$ cat src/rtl/xop_pkg.sv
`timescale 1ns/1ps
package xop_pkg;

   localparam int CLS_W = 4;

   typedef enum logic [CLS_W-1:0] {
      XC_ZERO    = 4'd0,
      XC_NORMAL  = 4'd1,
      XC_DENORM  = 4'd2,
      XC_PDENORM = 4'd3,
      XC_INF     = 4'd4,
      XC_QNAN    = 4'd5,
      XC_SNAN    = 4'd6,
      XC_PINF    = 4'd7,
      XC_PNAN    = 4'd8,
      XC_UNNORM  = 4'd9,
      XC_PZERO   = 4'd10
   } xop_cls_e;

   typedef enum logic [1:0] {
      XK_ARITH   = 2'd0,
      XK_COMPARE = 2'd1,
      XK_STINT   = 2'd2,
      XK_STBCD   = 2'd3
   } xop_kind_e;

   // encodings a conforming unit never creates; always rejected
   function automatic logic is_rejected(input xop_cls_e c);
      return (c == XC_PINF) || (c == XC_PNAN) || (c == XC_UNNORM) || (c == XC_PZERO);
   endfunction

   // operands that trip the denormal-operand exception
   function automatic logic is_denormal(input xop_cls_e c);
      return (c == XC_DENORM) || (c == XC_PDENORM);
   endfunction

endpackage

$ cat src/rtl/xop_lzc.sv
`timescale 1ns/1ps
module xop_lzc #(
   parameter int W     = 64,
   parameter bit SPLIT = 1'b1,
   localparam int CW   = $clog2(W) + 1
) (
   input  logic [W-1:0]  vec_i,
   output logic [CW-1:0] cnt_o
);

   initial begin : chk_params
      if (W < 2) $fatal(1, "xop_lzc: W must be at least 2");
   end

   generate
      if (SPLIT && (W >= 4) && (W % 2 == 0)) begin : g_split
         // two half-width scans run side by side, then one mux
         localparam int HW = W / 2;
         logic [CW-1:0] hi_c, lo_c;
         logic          hi_zero;

         always_comb begin
            hi_c = CW'(HW);
            for (int i = 0; i < HW; i++) begin
               if (vec_i[HW+i]) hi_c = CW'(HW - 1 - i);
            end
         end

         always_comb begin
            lo_c = CW'(HW);
            for (int i = 0; i < HW; i++) begin
               if (vec_i[i]) lo_c = CW'(HW - 1 - i);
            end
         end

         assign hi_zero = ~|vec_i[W-1:HW];
         assign cnt_o   = hi_zero ? (CW'(HW) + lo_c) : hi_c;
      end else begin : g_flat
         always_comb begin
            cnt_o = CW'(W);
            for (int i = 0; i < W; i++) begin
               if (vec_i[i]) cnt_o = CW'(W - 1 - i);
            end
         end
      end
   endgenerate

endmodule

$ cat src/rtl/xop_class_decode.sv
`timescale 1ns/1ps
module xop_class_decode
   import xop_pkg::*;
#(
   parameter int EXP_W = 15,
   parameter int SIG_W = 64
) (
   input  logic [EXP_W+SIG_W-1:0] mag_i,   // exponent and significand, no sign
   output xop_cls_e               cls_o
);

   initial begin : chk_params
      if (EXP_W < 2) $fatal(1, "xop_class_decode: EXP_W too small");
      if (SIG_W < 3) $fatal(1, "xop_class_decode: SIG_W too small");
   end

   logic [EXP_W-1:0] bexp;
   logic             jbit;
   logic [SIG_W-2:0] frac;
   logic             e_ones, e_zero, f_zero, quiet;

   assign bexp   = mag_i[SIG_W +: EXP_W];
   assign jbit   = mag_i[SIG_W-1];
   assign frac   = mag_i[SIG_W-2:0];
   assign e_ones = &bexp;
   assign e_zero = ~|bexp;
   assign f_zero = ~|frac;
   assign quiet  = frac[SIG_W-2];

   always_comb begin
      if (e_ones) begin
         if (jbit) begin
            if (f_zero)     cls_o = XC_INF;
            else if (quiet) cls_o = XC_QNAN;
            else            cls_o = XC_SNAN;
         end else begin
            cls_o = f_zero ? XC_PINF : XC_PNAN;
         end
      end else if (e_zero) begin
         if (jbit)        cls_o = XC_PDENORM;
         else if (f_zero) cls_o = XC_ZERO;
         else             cls_o = XC_DENORM;
      end else begin
         if (jbit)        cls_o = XC_NORMAL;
         else if (f_zero) cls_o = XC_PZERO;
         else             cls_o = XC_UNNORM;
      end
   end

endmodule

$ cat src/rtl/xop_norm.sv
`timescale 1ns/1ps
module xop_norm
   import xop_pkg::*;
#(
   parameter int EXP_W     = 15,
   parameter int SIG_W     = 64,
   parameter int NEXP_W    = EXP_W + 2,
   parameter bit LZC_SPLIT = 1'b1,
   localparam int OP_W     = 1 + EXP_W + SIG_W
) (
   input  logic [OP_W-1:0]   op_i,
   input  xop_cls_e          cls_i,
   input  logic              dmask_i,
   output logic              sgn_o,
   output logic [NEXP_W-1:0] exp_o,
   output logic [SIG_W-1:0]  sig_o
);

   localparam int CNT_W = $clog2(SIG_W) + 1;

   initial begin : chk_params
      if (NEXP_W <= EXP_W)  $fatal(1, "xop_norm: widened exponent must exceed stored one");
      if (NEXP_W <= CNT_W)  $fatal(1, "xop_norm: widened exponent cannot hold the shift");
   end

   logic [EXP_W-1:0] bexp;
   logic [SIG_W-1:0] sig;
   logic [CNT_W-1:0] lz;

   assign bexp = op_i[SIG_W +: EXP_W];
   assign sig  = op_i[SIG_W-1:0];

   xop_lzc #(
      .W     (SIG_W),
      .SPLIT (LZC_SPLIT)
   ) i_lzc (
      .vec_i (sig),
      .cnt_o (lz)
   );

   always_comb begin
      sgn_o = op_i[OP_W-1];
      if (dmask_i && is_denormal(cls_i)) begin
         // internal exponent of a denormal is 1; each shift step lowers it by one
         sig_o = sig << lz;
         exp_o = NEXP_W'(1) - NEXP_W'(lz);
      end else begin
         sig_o = sig;
         exp_o = NEXP_W'(bexp);
      end
   end

endmodule

$ cat src/rtl/xop_classify.sv
`timescale 1ns/1ps
module xop_classify
   import xop_pkg::*;
#(
   parameter int NUM_OPS   = 2,
   parameter int EXP_W     = 15,
   parameter int SIG_W     = 64,
   parameter bit LZC_SPLIT = 1'b1,
   localparam int OP_W     = 1 + EXP_W + SIG_W,
   localparam int NEXP_W   = EXP_W + 2
) (
   input  logic                      clk_i,
   input  logic                      rst_ni,
   input  logic                      in_valid_i,
   input  logic [1:0]                kind_i,
   input  logic                      dmask_i,
   input  logic [NUM_OPS-1:0]        use_i,
   input  logic [NUM_OPS*OP_W-1:0]   ops_i,
   output logic                      out_valid_o,
   output logic [NUM_OPS*CLS_W-1:0]  cls_o,
   output logic                      inv_o,
   output logic                      den_o,
   output logic                      fault_o,
   output logic [NUM_OPS-1:0]        nsgn_o,
   output logic [NUM_OPS*NEXP_W-1:0] nexp_o,
   output logic [NUM_OPS*SIG_W-1:0]  nsig_o
);

   initial begin : chk_params
      if (NUM_OPS < 1 || NUM_OPS > 4) $fatal(1, "xop_classify: NUM_OPS out of range");
      if (EXP_W < 4)                  $fatal(1, "xop_classify: EXP_W too small");
      if (SIG_W < 8)                  $fatal(1, "xop_classify: SIG_W too small");
   end

   logic [NUM_OPS*CLS_W-1:0]  cls_c;
   logic [NUM_OPS-1:0]        sgn_c;
   logic [NUM_OPS*NEXP_W-1:0] exp_c;
   logic [NUM_OPS*SIG_W-1:0]  sig_c;
   logic [NUM_OPS-1:0]        snan_v, qnan_v, rej_v, den_v;
   logic                      qnan_hurts;
   logic                      inv_c, den_c, fault_c;

   generate
      for (genvar k = 0; k < NUM_OPS; k++) begin : g_op
         logic [OP_W-1:0] op;
         xop_cls_e        cls;

         assign op = ops_i[k*OP_W +: OP_W];

         xop_class_decode #(
            .EXP_W (EXP_W),
            .SIG_W (SIG_W)
         ) i_dec (
            .mag_i (op[OP_W-2:0]),
            .cls_o (cls)
         );

         xop_norm #(
            .EXP_W     (EXP_W),
            .SIG_W     (SIG_W),
            .NEXP_W    (NEXP_W),
            .LZC_SPLIT (LZC_SPLIT)
         ) i_norm (
            .op_i    (op),
            .cls_i   (cls),
            .dmask_i (dmask_i),
            .sgn_o   (sgn_c[k]),
            .exp_o   (exp_c[k*NEXP_W +: NEXP_W]),
            .sig_o   (sig_c[k*SIG_W +: SIG_W])
         );

         assign cls_c[k*CLS_W +: CLS_W] = cls;
         assign snan_v[k] = use_i[k] && (cls == XC_SNAN);
         assign qnan_v[k] = use_i[k] && (cls == XC_QNAN);
         assign rej_v[k]  = use_i[k] && is_rejected(cls);
         assign den_v[k]  = use_i[k] && is_denormal(cls);
      end
   endgenerate

   // quiet NaNs only matter where the operation cannot propagate them
   assign qnan_hurts = (xop_kind_e'(kind_i) != XK_ARITH);
   assign inv_c      = (|snan_v) || (|rej_v) || ((|qnan_v) && qnan_hurts);
   assign den_c      = |den_v;
   assign fault_c    = den_c && !dmask_i;

   always_ff @(posedge clk_i or negedge rst_ni) begin
      if (!rst_ni) begin
         out_valid_o <= 1'b0;
         inv_o       <= 1'b0;
         den_o       <= 1'b0;
         fault_o     <= 1'b0;
         cls_o       <= '0;
         nsgn_o      <= '0;
         nexp_o      <= '0;
         nsig_o      <= '0;
      end else begin
         out_valid_o <= in_valid_i;
         if (in_valid_i) begin
            inv_o   <= inv_c;
            den_o   <= den_c;
            fault_o <= fault_c;
            cls_o   <= cls_c;
            nsgn_o  <= sgn_c;
            nexp_o  <= exp_c;
            nsig_o  <= sig_c;
         end else begin
            inv_o   <= 1'b0;
            den_o   <= 1'b0;
            fault_o <= 1'b0;
         end
      end
   end

endmodule

$ cat config.mk
export PLATFORM = sky130hd
export DESIGN_NAME = xop_classify
export DESIGN_NICKNAME = d
export VERILOG_FILES = /design/src/rtl/xop_pkg.sv /design/src/rtl/xop_lzc.sv /design/src/rtl/xop_class_decode.sv /design/src/rtl/xop_norm.sv /design/src/rtl/xop_classify.sv
export SDC_FILE = /design/constraint.sdc
export NUM_CORES = 1
export LEC_CHECK = 0
export ABC_AREA = 1
export CAP_MARGIN = 20
export CORE_ASPECT_RATIO = 1.5
export CORE_MARGIN = 2
export CORE_UTILIZATION = 31
export CTS_BUF_LIST = sky130_fd_sc_hd__clkbuf_16
export CTS_CLUSTER_SIZE = 25
export DETAILED_ROUTE_END_ITERATION = 6
export SLEW_MARGIN = 20
export SYNTH_ARGS = -nofsm -noshare
export SYNTH_HDL_FRONTEND = slang
export SYNTH_HIERARCHICAL = 1
export SYNTH_SLANG_ARGS = --single-unit
$ cat constraint.sdc
create_clock -name clk_i -period 1.5 [get_ports clk_i]
set_clock_uncertainty 0.15 [all_clocks]
set_input_delay 0.3 -clock clk_i [delete_from_list [all_inputs] [get_ports clk_i]]
set_output_delay 0.3 -clock clk_i [all_outputs]
set_load 0.01 [all_outputs]
# == Word level (Yosys, flattened, before mapping) ==
# Index checks and enable logic that the tools add are counted.
# word_totals
reg_bits,176
in_bits,168
elab_cells,223
# classes
n_addsub,4
n_eq_ne,16
shift,2
muxes,157
reduce_logical,36
# op_table
op,count
$mux W7,126
$mux W64,2
$shl A64 B7 Y64,2
$reduce_or A63 Y1,2
$reduce_or A32 Y1,2
$mux W4,14
$mux W17,2
$reduce_and A15 Y1,2
$reduce_or A15 Y1,2
$eq A4 B3 Y1 const B,6
$eq A4 B4 Y1 const B,6
$mux W6,4
$eq A4 B2 Y1 const B,4
$sub A1 B7 Y8 const A,2
$add A6 B7 Y7 const A,2
$logic_and A1 B1 Y1,12
$mux W2,6
$logic_or A1 B1 Y1,10
$reduce_or A2 Y1,4
$mux W1,3
$reduce_bool A2 Y1,1
$logic_not A1 Y1,1

# == Depth between registers and ports, before layout ==
# Gate-level depths: netlist (run 1).
# depth
depth_word,36
ltp_mapped,48

# == Hierarchy ==
# Netlist (run 1), hierarchy kept.
# modules_own_cells
mod,instances,cells_per_inst,area_each_um2,seq_area_each_um2
xop_norm,2,1023,4688.2,0.0
xop_classify,1,761,6784.0,4404.2
xop_lzc,2,223,929.6,0.0
xop_class_decode,2,107,442.9,0.0

# == Worst setup path after synthesis (run 1) ==
# Ideal clock, no wire load.
# synth_timing
path_type,input to register
startpoint,input ops_i[37]
endpoint,register nexp_o[16]
setup_ps,117
arrival_time_ps,2824
t_required_ps,1233
path_slack_ps,-1590
path_stages,18
n_path_buf,2
path_cell_list,nor4_1 -> nand2_1 -> nor3_1 -> inv_1 -> nor2_1 -> inv_1 -> and3_1 -> nand2_1 -> o31ai_1 -> inv_2 -> clkbuf_1 -> ha_1 -> nand4_1 -> o21ai_2 -> inv_1 -> buf_4 -> nand2_1 -> nand2_1
# synth_via
elab_chain_cells,30
word_cells_on_any_way,45
cone_classes,add/sub: 1; eq/ne: 2; mux: 38; reduce/logical: 4
# synth_lines
element,line_no,rtl
start: declaration,xop_classify.sv:18,"input logic [NUM_OPS*OP_W-1:0] ops_i,"
$mux W7 (27 in series),xop_lzc.sv:25,if (vec_i[HW+i]) hi_c = CW'(HW - 1 - i);
$mux W7 (*),xop_lzc.sv:37,assign cnt_o = hi_zero ? (CW'(HW) + lo_c) : hi_c;
net g_op[0].i_norm.lz[2],xop_norm.sv:28,logic [CNT_W-1:0] lz;
$sub A1 B7 Y8 (*),xop_norm.sv:46,exp_o = NEXP_W'(1) - NEXP_W'(lz);
$mux W17 (*),xop_norm.sv:43,if (dmask_i && is_denormal(cls_i)) begin
net exp_c[16],xop_classify.sv:37,logic [NUM_OPS*NEXP_W-1:0] exp_c;
end signal: assignment,xop_classify.sv:104,nexp_o <= exp_c;
end: declaration,xop_classify.sv:25,"output logic [NUM_OPS*NEXP_W-1:0] nexp_o,"
# Mark *: on every way through the listed nets, which the timed path passes. The rest lies on a longest branch.
# A chain may end at the register's enable or synchronous reset.

# == Final worst setup path (run 1) ==
# layout_timing
startpoint,input ops_i[88]
endpoint,register nsig_o[91]
# layout_via
elab_chain_cells,28
word_cells_on_any_way,42
cone_classes,add/sub: 1; eq/ne: 2; shift: 1; mux: 35; reduce/logical: 3
# layout_lines
element,line_no,rtl
$mux W7 (24 in series),xop_lzc.sv:32,if (vec_i[i]) lo_c = CW'(HW - 1 - i);
$add A6 B7 Y7,xop_lzc.sv:37,
$mux W7,xop_lzc.sv:37,
net g_op[1].i_norm.lz[1],xop_norm.sv:28,
$shl A64 B7 Y64,xop_norm.sv:45,sig_o = sig << lz;
$mux W64,xop_norm.sv:43,
net sig_c[91],xop_classify.sv:38,logic [NUM_OPS*SIG_W-1:0] sig_c;
end signal: assignment,xop_classify.sv:105,nsig_o <= sig_c;
end: declaration,xop_classify.sv:26,output logic [NUM_OPS*SIG_W-1:0] nsig_o
# The timed path passes the listed nets, and every way through them passes these cells.

==> key figures, run 1 <==
Outcome
  – Status: complete, but fails checks
  – Failing checks: setup timing

Drt
  – Vias: 29,111
  – Wire length per cell: 24.49 um
  – Vias per cell: 5.667
  – Final wirelength: 125,800 um
  – Starting DRC count in detailed routing: 2,418
  – Routed Antenna Nets: 0
  – DRT Pass-1 Iters: 6
  – Drc violations: 0

Critical path
  – Path depth of the worst reg2reg path: 2
  – CP endpoint kind: flop
  – CP max FO: 12
  – Required time at the worst-slack endpoint: 1.73 ns
  – CP max stage delay: 0.43 ns
  – RR Startpoint: nsig_o[109]
  – Buffers and inverters on the worst path: 6
  – Cell family with most CP delay: simple AND/OR/NAND/NOR gates
  – R2R Setup Slk: 0.58 ns
  – Crit Path Class: in2reg
  – Reg-to-reg critical path endpoint: nsig_o[109]
  – CP max stage cell: clkdlybuf4s50_1
  – CP startpoint kind: input pin
  – Critical Path Most Common Cell: nand2_1
  – CP Data Arrival Time: 3.87 ns

Floorplan
  – IO Pins: 344
  – Initial Util: 31.43%
  – Core area: 60,150 um^2
  – Row cnt: 110
  – Die width: 205.6 um
  – Die area: 63,020 um^2
  – Die Height: 306.5 um

Logic synthesis
  – Predominant post-synthesis flop cell: dfrtp_1
  – Register bit total from synthesis: 176
  – Asr flop ratio synth: 100.0%
  – Synth top area cells: nand2_1, nand3_1, dfrtp_1
  – Area of the mapped netlist: 18,910 um^2
  – Sequential fraction of the synthesis area: 23.30%
  – Yosys warns: 6
  – Syn avg cell area: 5.453 um^2
  – Number of enable flip-flop cells after synthesis: 0
  – Synth area leader: nand2_1
  – Post-synth top area share: 30.64%
  – Syn nets: 3,637
  – Cell variety after synth: 40
  – Synthesized instance count: 3,467

Global routing
  – Largest net degree at the start of global routing: 62
  – First-pass GRT wire length: 168,500 um
  – Total GRT Usage: 36.07%
  – Initial antenna violation count: 0
  – Grt total ovfl: 0
  – Vias in the first global route: 27,824

Cells and area
  – Nets: 4,510
  – Final Non-Filler Cells: 5,137
  – Finished Cell Area: 38,100 um^2
  – Synth-to-Final Area Change: 101.5%
  – Share of layout cells above drive strength 1: 45.10%
  – Final core utilization: 63.35%
  – Ant. Diodes: 0

Timing
  – FMAX: 275.1 MHz
  – Final setup violation count: 349
  – Relative slew slack: 60.38%
  – Final Hold Vio Count: 0
  – Final min period: 3.634 ns
  – Slew @ Worst Pin: 0.5943 ns
  – Setup TNS: -381.51 ns
  – Final Cycle Share: 242.3%
  – RSZ-0062 raised after global routing: true
  – Max-slew violation count: 0
  – Final WS setup: -2.134 ns

Place
  – Placed wire-length estimate: 87,260 um
  – Inst Count DP: 4,990
  – Area after DPL: 27,920 um^2
  – Place WS: -3.271 ns
  – GP Congestion: 1.053
  – Number of port buffers: 343

Clock tree
  – Clk_lat worst skew: 0.50 ns
  – Clock tree buffer depth: 2
  – H-tree levels: 4
  – Num CTS Buffers: 17
  – Clk sinks: 176
  – CTS tree: yes
  – Worst-path clk slew: 0.07 ns
  – Clock root buffer: clkbuf_16

Power and ir drop
  – Worst VDD drop: 909.7 uV
  – Leakage power: 18.20 nW
  – Power Dens Cells: 558.7 nW/um^2

Worst hold path
  – Hold WC Path Type: in2async

Flow run
  – Max_cap viols: 0
## through the flow
step / power (W) / hold WS, ns
after detailed placement: 0.01269 / 0.05290
after global placement: 0.01268 / 0.05555
after floorplan: 0.008703 / -0.1456
after CTS: 0.01932 / 0.08308
after global routing: 0.02210 / 0.1145
final: 0.02129 / 0.08899
## power by group
part | internal, W | switching (W)
sequential | 0.00514 | 0.000273
combinational | 0.00464 | 0.00597
clock | 0.00282 | 0.00245
## cell usage in the layout (no fill, tap or decap), drive strengths merged, types with 5 or more instances in the layout
cell type and instances:
clkbuf 36, nand4 16, bufinv 6, dfrtp 176
a21oi 21, dlymetal6s2s 11, dlygate4sd2 20, clkinv 5
o31ai 14, buf 717, inv 187, nor2 214
nand3 941, a22o 10, nand2 1549, nor3 14
clkdlybuf4s50 290, o21ai 89
## metal layers
metal	GRT usage [%]	wire (um)	part of all wire [%]	vias up
met5	0	0	0	-
met4	32.22	14310	11	0
met3	4.592	7508	6.0	634
met2	64.56	62540	50	1608
met1	36.13	41430	33	13731
li1	-	-	-	13138
## synthesized netlist by cell type (3+ instances only)
library cell / instances
a21oi_1: 19
a22o_1: 10
a311oi_1: 4
a31oi_1: 4
buf_1: 38
buf_2: 65
buf_4: 17
buf_6: 31
clkbuf_1: 57
dfrtp_1: 176
inv_1: 157
inv_2: 22
inv_4: 3
nand2_1: 1543
nand2_2: 6
nand3_1: 937
nand3_2: 4
nand4_1: 16
nor2_1: 204
nor2_2: 4
nor2_4: 6
nor3_1: 12
nor4_1: 4
o21ai_0: 59
o21ai_1: 26
o21ai_2: 4
o31ai_1: 14
## flip-flops by register name, indices dropped and copies added, names as in the netlist
| signal | cells |
|---|---|
| nsgn_o | 2 |
| nsig_o | 128 |
| cls_o | 8 |
| den_o | 1 |
| out_valid_o | 1 |
| nexp_o | 34 |
| fault_o | 1 |
| inv_o | 1 |
## cell families (layout without fill, tap and decap cells)
group	count (synthesis)	in the layout	synth area share, %
AND/OR/NAND/NOR	2743	2743	61.65
buffers and inverters	392	1278	9.967
flip-flops	176	176	23.30
AO/OA/AOI/OAI	152	152	4.857
adder cells (fa/ha/maj)	2	2	0.1323
XOR/XNOR	2	2	0.09267
## cell type report
cell class	count	area, um^2
Clock inverter	15	206.4
Timing Repair inverter	1	11.26
Clock buffer	17	425.4
Multi-Input combinational cell	2899	20420
Inverter	184	784.5
Timing Repair Buffer	1061	10870
Fill cell	5217	22050
Tap cell	784	980.9
Sequential cell	176	4404
## repair_timing
| action | CTS | global route |
|---|---|---|
| gates cloned | 21 | 19 |
| hold buffers | 2 | 0 |
| resized for setup | 795 | 985 |
| endpoints found under the hold margin | 179 | 0 |
| buffers inserted | 35 | 40 |
| setup endpoints to repair | 349 | 349 |
| pin swaps | 213 | 303 |
## worst max path at each step
stage,startpoint,to,slack [ns],cells past startpoint
after floorplan,ops_i[113],nsig_o[99],-1.55,47
after global routing,ops_i[82],nsig_o[91],-2.41,43
after global placement,ops_i[113],nsig_o[121],-3.21,46
after CTS,ops_i[80],nsig_o[122],-2.29,43
after detailed placement,ops_i[33],nsig_o[63],-3.27,27
final,ops_i[88],nsig_o[91],-2.13,27
No activity file was read; power rests on OpenSTA's default activity.
==> inputs of run 2 (changes only) <==
--- a/config.mk
+++ b/config.mk
@@ -7,3 +7,2 @@
 export LEC_CHECK = 0
-export ABC_AREA = 1
 export CAP_MARGIN = 20
==> constraint.sdc (replaced) <==
create_clock -name clk_i -period 1.5 [get_ports clk_i]
set_clock_uncertainty 0.15 [all_clocks]
set_input_delay 0.225 -clock clk_i [delete_from_list [all_inputs] [get_ports clk_i]]
set_output_delay 0.225 -clock clk_i [all_outputs]
set_load 0.01 [all_outputs]
==> key figures, run 2 <==
Outcome
  – Failing checks: setup timing
  – Status: complete, but fails checks

Floorplan
  – Die Height: 304.2 um (-0.75%)
  – Core area: 59,730 um^2 (-0.69%)
  – Row cnt: 110 (unchanged)
  – Initial Util: 31.17% (-0.26 points)
  – IO Pins: 344 (unchanged)
  – Die width: 204.1 um (-0.74%)
  – Die area: 62,080 um^2 (-1.5%)

Cells and area
  – FF+latch area: 4409 um^2 (+0.11%)
  – Largest regs: nsig_o x128, nexp_o x34, cls_o x8
  – Synth-to-Final Area Change: 93.87%
  – Top reg by flops: nsig_o
  – Final core utilization: 60.43% (-2.9 points)
  – # fillers: 4,938 (-5.3%)
  – Share of layout cells above drive strength 1: 62.08% (+17 points)
  – Nets: 3,229 (-28%)
  – Most common cell after layout, fill and taps aside: buf_4
  – Most frequent cells in the layout: buf_4, buf_6, mux2_4
  – Multi-input logic area: 16,540 um^2 (-19%)
  – Final Non-Filler Cells: 3,857 (-25%)
  – Max FFs per register: 128 (unchanged)

Clock tree
  – Clock tree buffer depth: 2 (unchanged)
  – Num CTS Buffers: 17 (unchanged)
  – Clock root buffer: clkbuf_16
  – Worst-path clk slew: 0.08 ns (about the same)
  – CTS tree: yes
  – Clk_lat worst skew: 0.48 ns (-0.02 ns)
  – Clk sinks: 176 (unchanged)
  – H-tree levels: 4 (unchanged)

Power and ir drop
  – Worst VDD drop: 891.9 uV (-2.0%)
  – Power Dens Cells: 599.1 nW/um^2 (+7.2%)
  – Leakage power: 17.20 nW (-5.5%)

Drt
  – Vias: 23,119 (-21%)
  – Routed Antenna Nets: 0 (unchanged)
  – Vias per cell: 5.994 (+5.8%)
  – Wire length per cell: 32.19 um (+31%)
  – Starting DRC count in detailed routing: 1,775 (-27%)
  – DRT Pass-1 Iters: 7 (+1)
  – Final wirelength: 124,200 um (-1.3%)
  – Drc violations: 0 (unchanged)

Timing
  – Final Hold Vio Count: 0 (unchanged)
  – Final Cycle Share: 275.6% (+33 points)
  – Final WS setup: -2.634 ns (-0.4994 ns)
  – RSZ-0062 raised after global routing: true
  – Max-slew violation count: 0 (unchanged)
  – Final min period: 4.134 ns (+0.4994 ns)
  – Final setup violation count: 174 (-50%)
  – FMAX: 241.9 MHz (-12%)
  – Relative slew slack: 57.49% (-2.9 points)
  – Slew @ Worst Pin: 0.6342 ns (+0.03988 ns)

Critical path
  – Reg-to-reg critical path endpoint: nsig_o[108]
  – CP endpoint kind: flop
  – CP Data Arrival Time: 4.35 ns (+0.48 ns)
  – RR Startpoint: nsig_o[108]
  – CP startpoint: ops_i[117]
  – CP startpoint kind: input pin
  – Required time at the worst-slack endpoint: 1.72 ns (about the same)
  – Path depth of the worst reg2reg path: 2 (unchanged)
  – CP max FO: 5 (-7)
  – Crit Path Class: in2reg
  – R2R Setup Slk: 0.37 ns (-0.21 ns)

Logic synthesis
  – Syn avg cell area: 10.23 um^2 (+88%)
  – Yosys warns: 6 (unchanged)
  – Post-synth top area share: 23.65% (-7.0 points)
  – Synth area leader: dfrtp_1
  – Most frequent cell after synthesis: dfrtp_1
  – Post-synth top cells: dfrtp_1, nand2_1, mux2_2, nor2_1, mux4_2
  – Register bit total from synthesis: 176 (unchanged)
  – Synth top area cells: dfrtp_1, mux4_2, mux2_2
  – Sequential fraction of the synthesis area: 23.65% (+0.36 points)
  – Synthesized instance count: 1,820 (-48%)
  – Syn nets: 1,990 (-45%)
  – Cell variety after synth: 84 (+110%)
  – Area of the mapped netlist: 18,620 um^2 (-1.5%)
  – Predominant post-synthesis flop cell: dfrtp_1
  – Asr flop ratio synth: 100.0% (unchanged)
  – Number of enable flip-flop cells after synthesis: 0 (unchanged)

Global routing
  – Grt total ovfl: 0 (unchanged)
  – Initial antenna violation count: 1 (+1)
  – Largest net degree at the start of global routing: 49 (-21%)
  – First-pass GRT wire length: 171,800 um (+1.9%)
  – Total GRT Usage: 38.91% (+2.8 points)
  – Vias in the first global route: 24,102 (-13%)

Place
  – GP Congestion: 1.050 (-0.37%)
  – Number of port buffers: 343 (unchanged)
  – Place WS: -3.538 ns (-0.2667 ns)
  – Placed wire-length estimate: 90,870 um (+4.1%)
  – Inst Count DP: 3,552 (-29%)

Worst hold path
  – Hold WC Path Type: in2async

Flow run
  – Max_cap viols: 0 (unchanged)
-- run 2: cell count changes after synthesis, moves of 22 or more --
| cell | before | now |
|---|---|---|
| nand2_1 | 1543 | 160 |
| mux2_2 | 0 | 152 |
| a21o_1 | 2 | 24 |
| nor2_1 | 204 | 126 |
| nor3_1 | 12 | 42 |
| mux4_2 | 0 | 124 |
| mux2i_1 | 0 | 112 |
| inv_2 | 22 | 0 |
| inv_1 | 157 | 38 |
| nor4_1 | 4 | 62 |
| nand3_1 | 937 | 38 |
| buf_2 | 65 | 30 |
| mux2_4 | 0 | 104 |
| o221ai_1 | 0 | 34 |
-- run 2: stage by stage --
| step | total power (W) | TNS [ns] | hold WS [ns] | instance area (um^2) |
|---|---|---|---|---|
| 3_5_place_dp | 0.01440 | -520.33 | 0.02345 | 28620 |
| 4_1_cts | 0.02091 | -426.52 | 0.07610 | 34200 |
| 3_3_place_gp | 0.01438 | -517.46 | 0.02075 | 28620 |
| 5_1_grt | 0.02220 | -376.36 | 0.07873 | 36100 |
| 2_1_floorplan | 0.009019 | -359.35 | -0.2206 | 18810 |
| 6_report | 0.02163 | -369.81 | 0.06323 | 36100 |
-- run 2: cells by family after synthesis --
group,synth area share (%)
buffers and inverters,5.214
flip-flops,23.65
adder cells (fa/ha/maj),0.1344
XOR/XNOR,0.2822
multiplexers,39.52
AND/OR/NAND/NOR,15.45
AO/OA/AOI/OAI,15.74
-- run 2: how the worst max path moves through the flow --
stage | end | cells past startpoint
2_1_floorplan | nsig_o[55] | 13
3_3_place_gp | nsig_o[120] | 14
3_5_place_dp | nsig_o[120] | 13
4_1_cts | nsig_o[55] | 15
5_1_grt | nsig_o[121] | 15
6_report | nsig_o[94] | 14
-- run 2: metal layers --
| metal | GRT usage [%] | vias to the layer above | part of all wire, % |
|---|---|---|---|
| met4 | 38.59 | 0 | 12 |
| met5 | 0 | - | 0 |
| met3 | 5.226 | 517 | 5.3 |
| met1 | 38.02 | 11601 | 32 |
| met2 | 68.74 | 1268 | 51 |
| li1 | - | 9733 | - |
-- run 2: what timing repair did --
action                                 in CTS  in global routing
setup endpoints to repair                 348                350
resized for setup                         952                566
hold buffers                                2                  0
endpoints found under the hold margin     177                  0
pin swaps                                 161                108
buffers inserted                          235                100
cloned                                     11                  2
-- run 2: final cells by class --
type | instances | area share [%]
inverter | 42 | 0.4922
clock buffer | 17 | 1.178
clock inverter | 15 | 0.4021
sequential | 176 | 12.21
multi-input combinational | 1460 | 45.82
timing repair buffer | 1362 | 37.17
antenna | 1 | 0.006932
tap | 784 | 2.717
-- run 2: worst max-delay path, stage by stage --
cell      delay, ns
buf_6          0.10
or4_4          0.54
nand2b_4       0.17
or4_4          0.60
o32ai_4        0.27
buf_6          0.19
buf_12         0.15
buf_12         0.11
mux4_2         0.52
mux4_2         0.66
buf_6          0.19
mux2i_4        0.28
o21ai_2        0.08
mux2_4         0.25
-- run 2: power by group --
part	internal [W]	switching (W)	total, W	leakage (nW)
Sequential	0.00519	0.000317	0.00551	2.07
Clock	0.00221	0.00247	0.00468	0.277
Combinational	0.00607	0.00538	0.0114	14.8
==> inputs of run 3 (changes only) <==
Settings changed: CORE_MARGIN 2 to unset, TNS_END_PERCENT set to 20.
==> key figures, run 3 (synthesized netlist as in run 2, its figures left out) <==
Outcome
  – Status: complete, but fails checks
  – Failing checks: setup timing

Timing
  – Slew @ Worst Pin: 0.5708 ns (-0.06340 ns)
  – Relative slew slack: 61.47% (+4.0 points)
  – Max-slew violation count: 0 (unchanged)
  – Final WS setup: -2.529 ns (+0.1046 ns)
  – Final Cycle Share: 268.6% (-7.0 points)
  – Setup TNS: -359.12 ns (+10.69 ns)
  – Final Hold Slack: 0.04820 ns (-0.01502 ns)
  – FMAX: 248.2 MHz (+2.6%)
  – Final Hold Vio Count: 0 (unchanged)
  – RSZ-0062 raised after global routing: true
  – Final min period: 4.029 ns (-0.1046 ns)
  – Final setup violation count: 176 (+1.1%)

Clock tree
  – Clk_lat worst skew: 0.49 ns (about the same)
  – Clock root buffer: clkbuf_16
  – Worst-path clk slew: 0.10 ns (+0.02 ns)
  – Clk sinks: 176 (unchanged)
  – Num CTS Buffers: 17 (unchanged)
  – CTS tree: yes
  – Clock tree buffer depth: 2 (unchanged)
  – H-tree levels: 4 (unchanged)

Drt
  – DRT Pass-1 Iters: 6 (-1)
  – Vias: 22,596 (-2.3%)
  – Wire length per cell: 31.20 um (-3.1%)
  – Routed Antenna Nets: 0 (unchanged)
  – Vias per cell: 6.053 (+0.98%)
  – Final wirelength: 116,500 um (-6.2%)
  – Starting DRC count in detailed routing: 2,258 (+27%)
  – Drc violations: 0 (unchanged)

Floorplan
  – Core area: 59,190 um^2 (-0.91%)
  – Row cnt: 109 (-0.91%)
  – IO Pins: 344 (unchanged)
  – Initial Util: 31.46% (+0.29 points)
  – Die Height: 302.2 um (-0.66%)
  – Die width: 202.1 um (-0.98%)
  – Die area: 61,070 um^2 (-1.6%)

Cells and area
  – # fillers: 5,083 (+2.9%)
  – Share of layout cells above drive strength 1: 58.00% (-4.1 points)
  – Most frequent cells in the layout: buf_4, mux2_4, dlymetal6s2s_1
  – Top reg by flops: nsig_o
  – Largest regs: nsig_o x128, nexp_o x34, cls_o x8
  – FF+latch area: 4415 um^2 (+0.14%)
  – Most common cell after layout, fill and taps aside: buf_4
  – Nets: 3,112 (-3.6%)
  – Synth-to-Final Area Change: 82.06%
  – Max FFs per register: 128 (unchanged)
  – Multi-input logic area: 15,810 um^2 (-4.4%)

Power and ir drop
  – Worst VDD drop: 844.5 uV (-5.3%)
  – Post-route total power: 0.02121 W (-1.9%)
  – Power Dens Cells: 625.7 nW/um^2 (+4.4%)
  – Leakage power: 16.14 nW (-6.1%)

Critical path
  – CP max FO: 8 (+3)
  – Required time at the worst-slack endpoint: 1.73 ns (about the same)
  – CP endpoint kind: flop
  – WP depth: 17 (+3)
  – CP max stage cell: or4_4
  – CP Data Arrival Time: 4.26 ns (-0.09 ns)
  – CP startpoint kind: input pin
  – Cell family with most CP delay: simple AND/OR/NAND/NOR gates
  – CP max stage delay: 0.58 ns (-0.08 ns)
  – Buffers and inverters on the worst path: 6 (+1)
  – Crit Path Class: in2reg
  – Crit-path cells: buf_6 > or4_4 > nand2b_4 > or4_4 > buf_6 > nand3b_1 > o21ai_4 > buf_6 > buf_4 > mux4_2 > mux2_2 > mux2i_1 > buf_4 > mux2i_1 > buf_4 > a221o_1 > mux2_4
  – Path depth of the worst reg2reg path: 1 (-1)

Place
  – Place WS: -3.680 ns (-0.1420 ns)
  – Number of port buffers: 343 (unchanged)
  – GP Congestion: 1.011 (-3.6%)
  – Placed wire-length estimate: 88,380 um (-2.7%)

Global routing
  – Largest net degree at the start of global routing: 49 (unchanged)
  – Met2 GRT Util: 66.86% (-1.9 points)
  – Layer with the highest usage: met2
  – Grt total ovfl: 0 (unchanged)
  – Initial antenna violation count: 0 (-1)
  – Total GRT Usage: 36.99% (-1.9 points)
  – First-pass GRT wire length: 161,900 um (-5.8%)
  – Global-route met1 utilization: 37.14% (-0.88 points)
  – Vias in the first global route: 23,056 (-4.3%)
  – M3 GR Usage: 4.891% (-0.33 points)

Flow run
  – Max_cap viols: 0 (unchanged)

Worst hold path
  – Hold WC Path Type: in2reg
  – WHS Path Cells: 4
-- run 3: layout make-up --
cell class | count | share of cell area, %
Clock buffer | 17 | 1.255
Clock inverter | 15 | 0.6201
Tap cell | 777 | 2.868
Multi-Input combinational cell | 1461 | 46.65
Sequential cell | 176 | 13.03
Inverter | 42 | 0.5426
Timing Repair Buffer | 1244 | 35.03
Antenna cell | 1 | 0.007382
-- run 3: worst min-delay path, cell delays in order --
cell and delay [ns]:
dlymetal6s2s_1 0.16, nand2_1 0.08, o21ai_2 0.07, mux2_4 0.14
-- run 3: where the power goes --
part / switching, W / internal [W] / leakage (nW)
logic: 0.00495 / 0.00553 / 13.8
clock network: 0.00261 / 0.00258 / 0.308
registers: 0.000351 / 0.00519 / 2.07
-- run 3: final timing paths --
| path | start | endpoint | slack, ns |
|---|---|---|---|
| max | ops_i[36] | nsig_o[57] | -2.53 |
| min | ops_i[11] | nsig_o[11] | 0.05 |
| max reg2reg | nsig_o[49] | nsig_o[49] | 0.45 |
| min reg2reg | nsig_o[87] | nsig_o[87] | 0.36 |
| max in group asynchronous | rst_ni | nsig_o[50] | 0.44 |
| min in group asynchronous | rst_ni | nsig_o[71] | 0.06 |
-- run 3: layer usage --
metal  up-vias  routed length (um)
li1       9500                   -
met1     11176               37100
met2      1419               58900
met3       501                7150
met4         0               13330
met5         -                   0
-- run 3: per-stage QoR --
stage	instance area, um^2	util (%)	std cells
after floorplan	18690	-	1820
after global placement	28460	48.08	3538
after detailed placement	28460	48.08	3538
after CTS	31640	53.45	3652
after global routing	33900	57.27	3732
final	33900	57.27	3733
-- run 3: repair_timing --
action | CTS | global route
cloned | 6 | 7
hold endpoints to repair | 177 | 0
pin swaps | 88 | 98
gates resized for setup | 553 | 561
endpoints found under the setup margin | 349 | 348
setup buffers | 77 | 94
hold buffers | 2 | 0
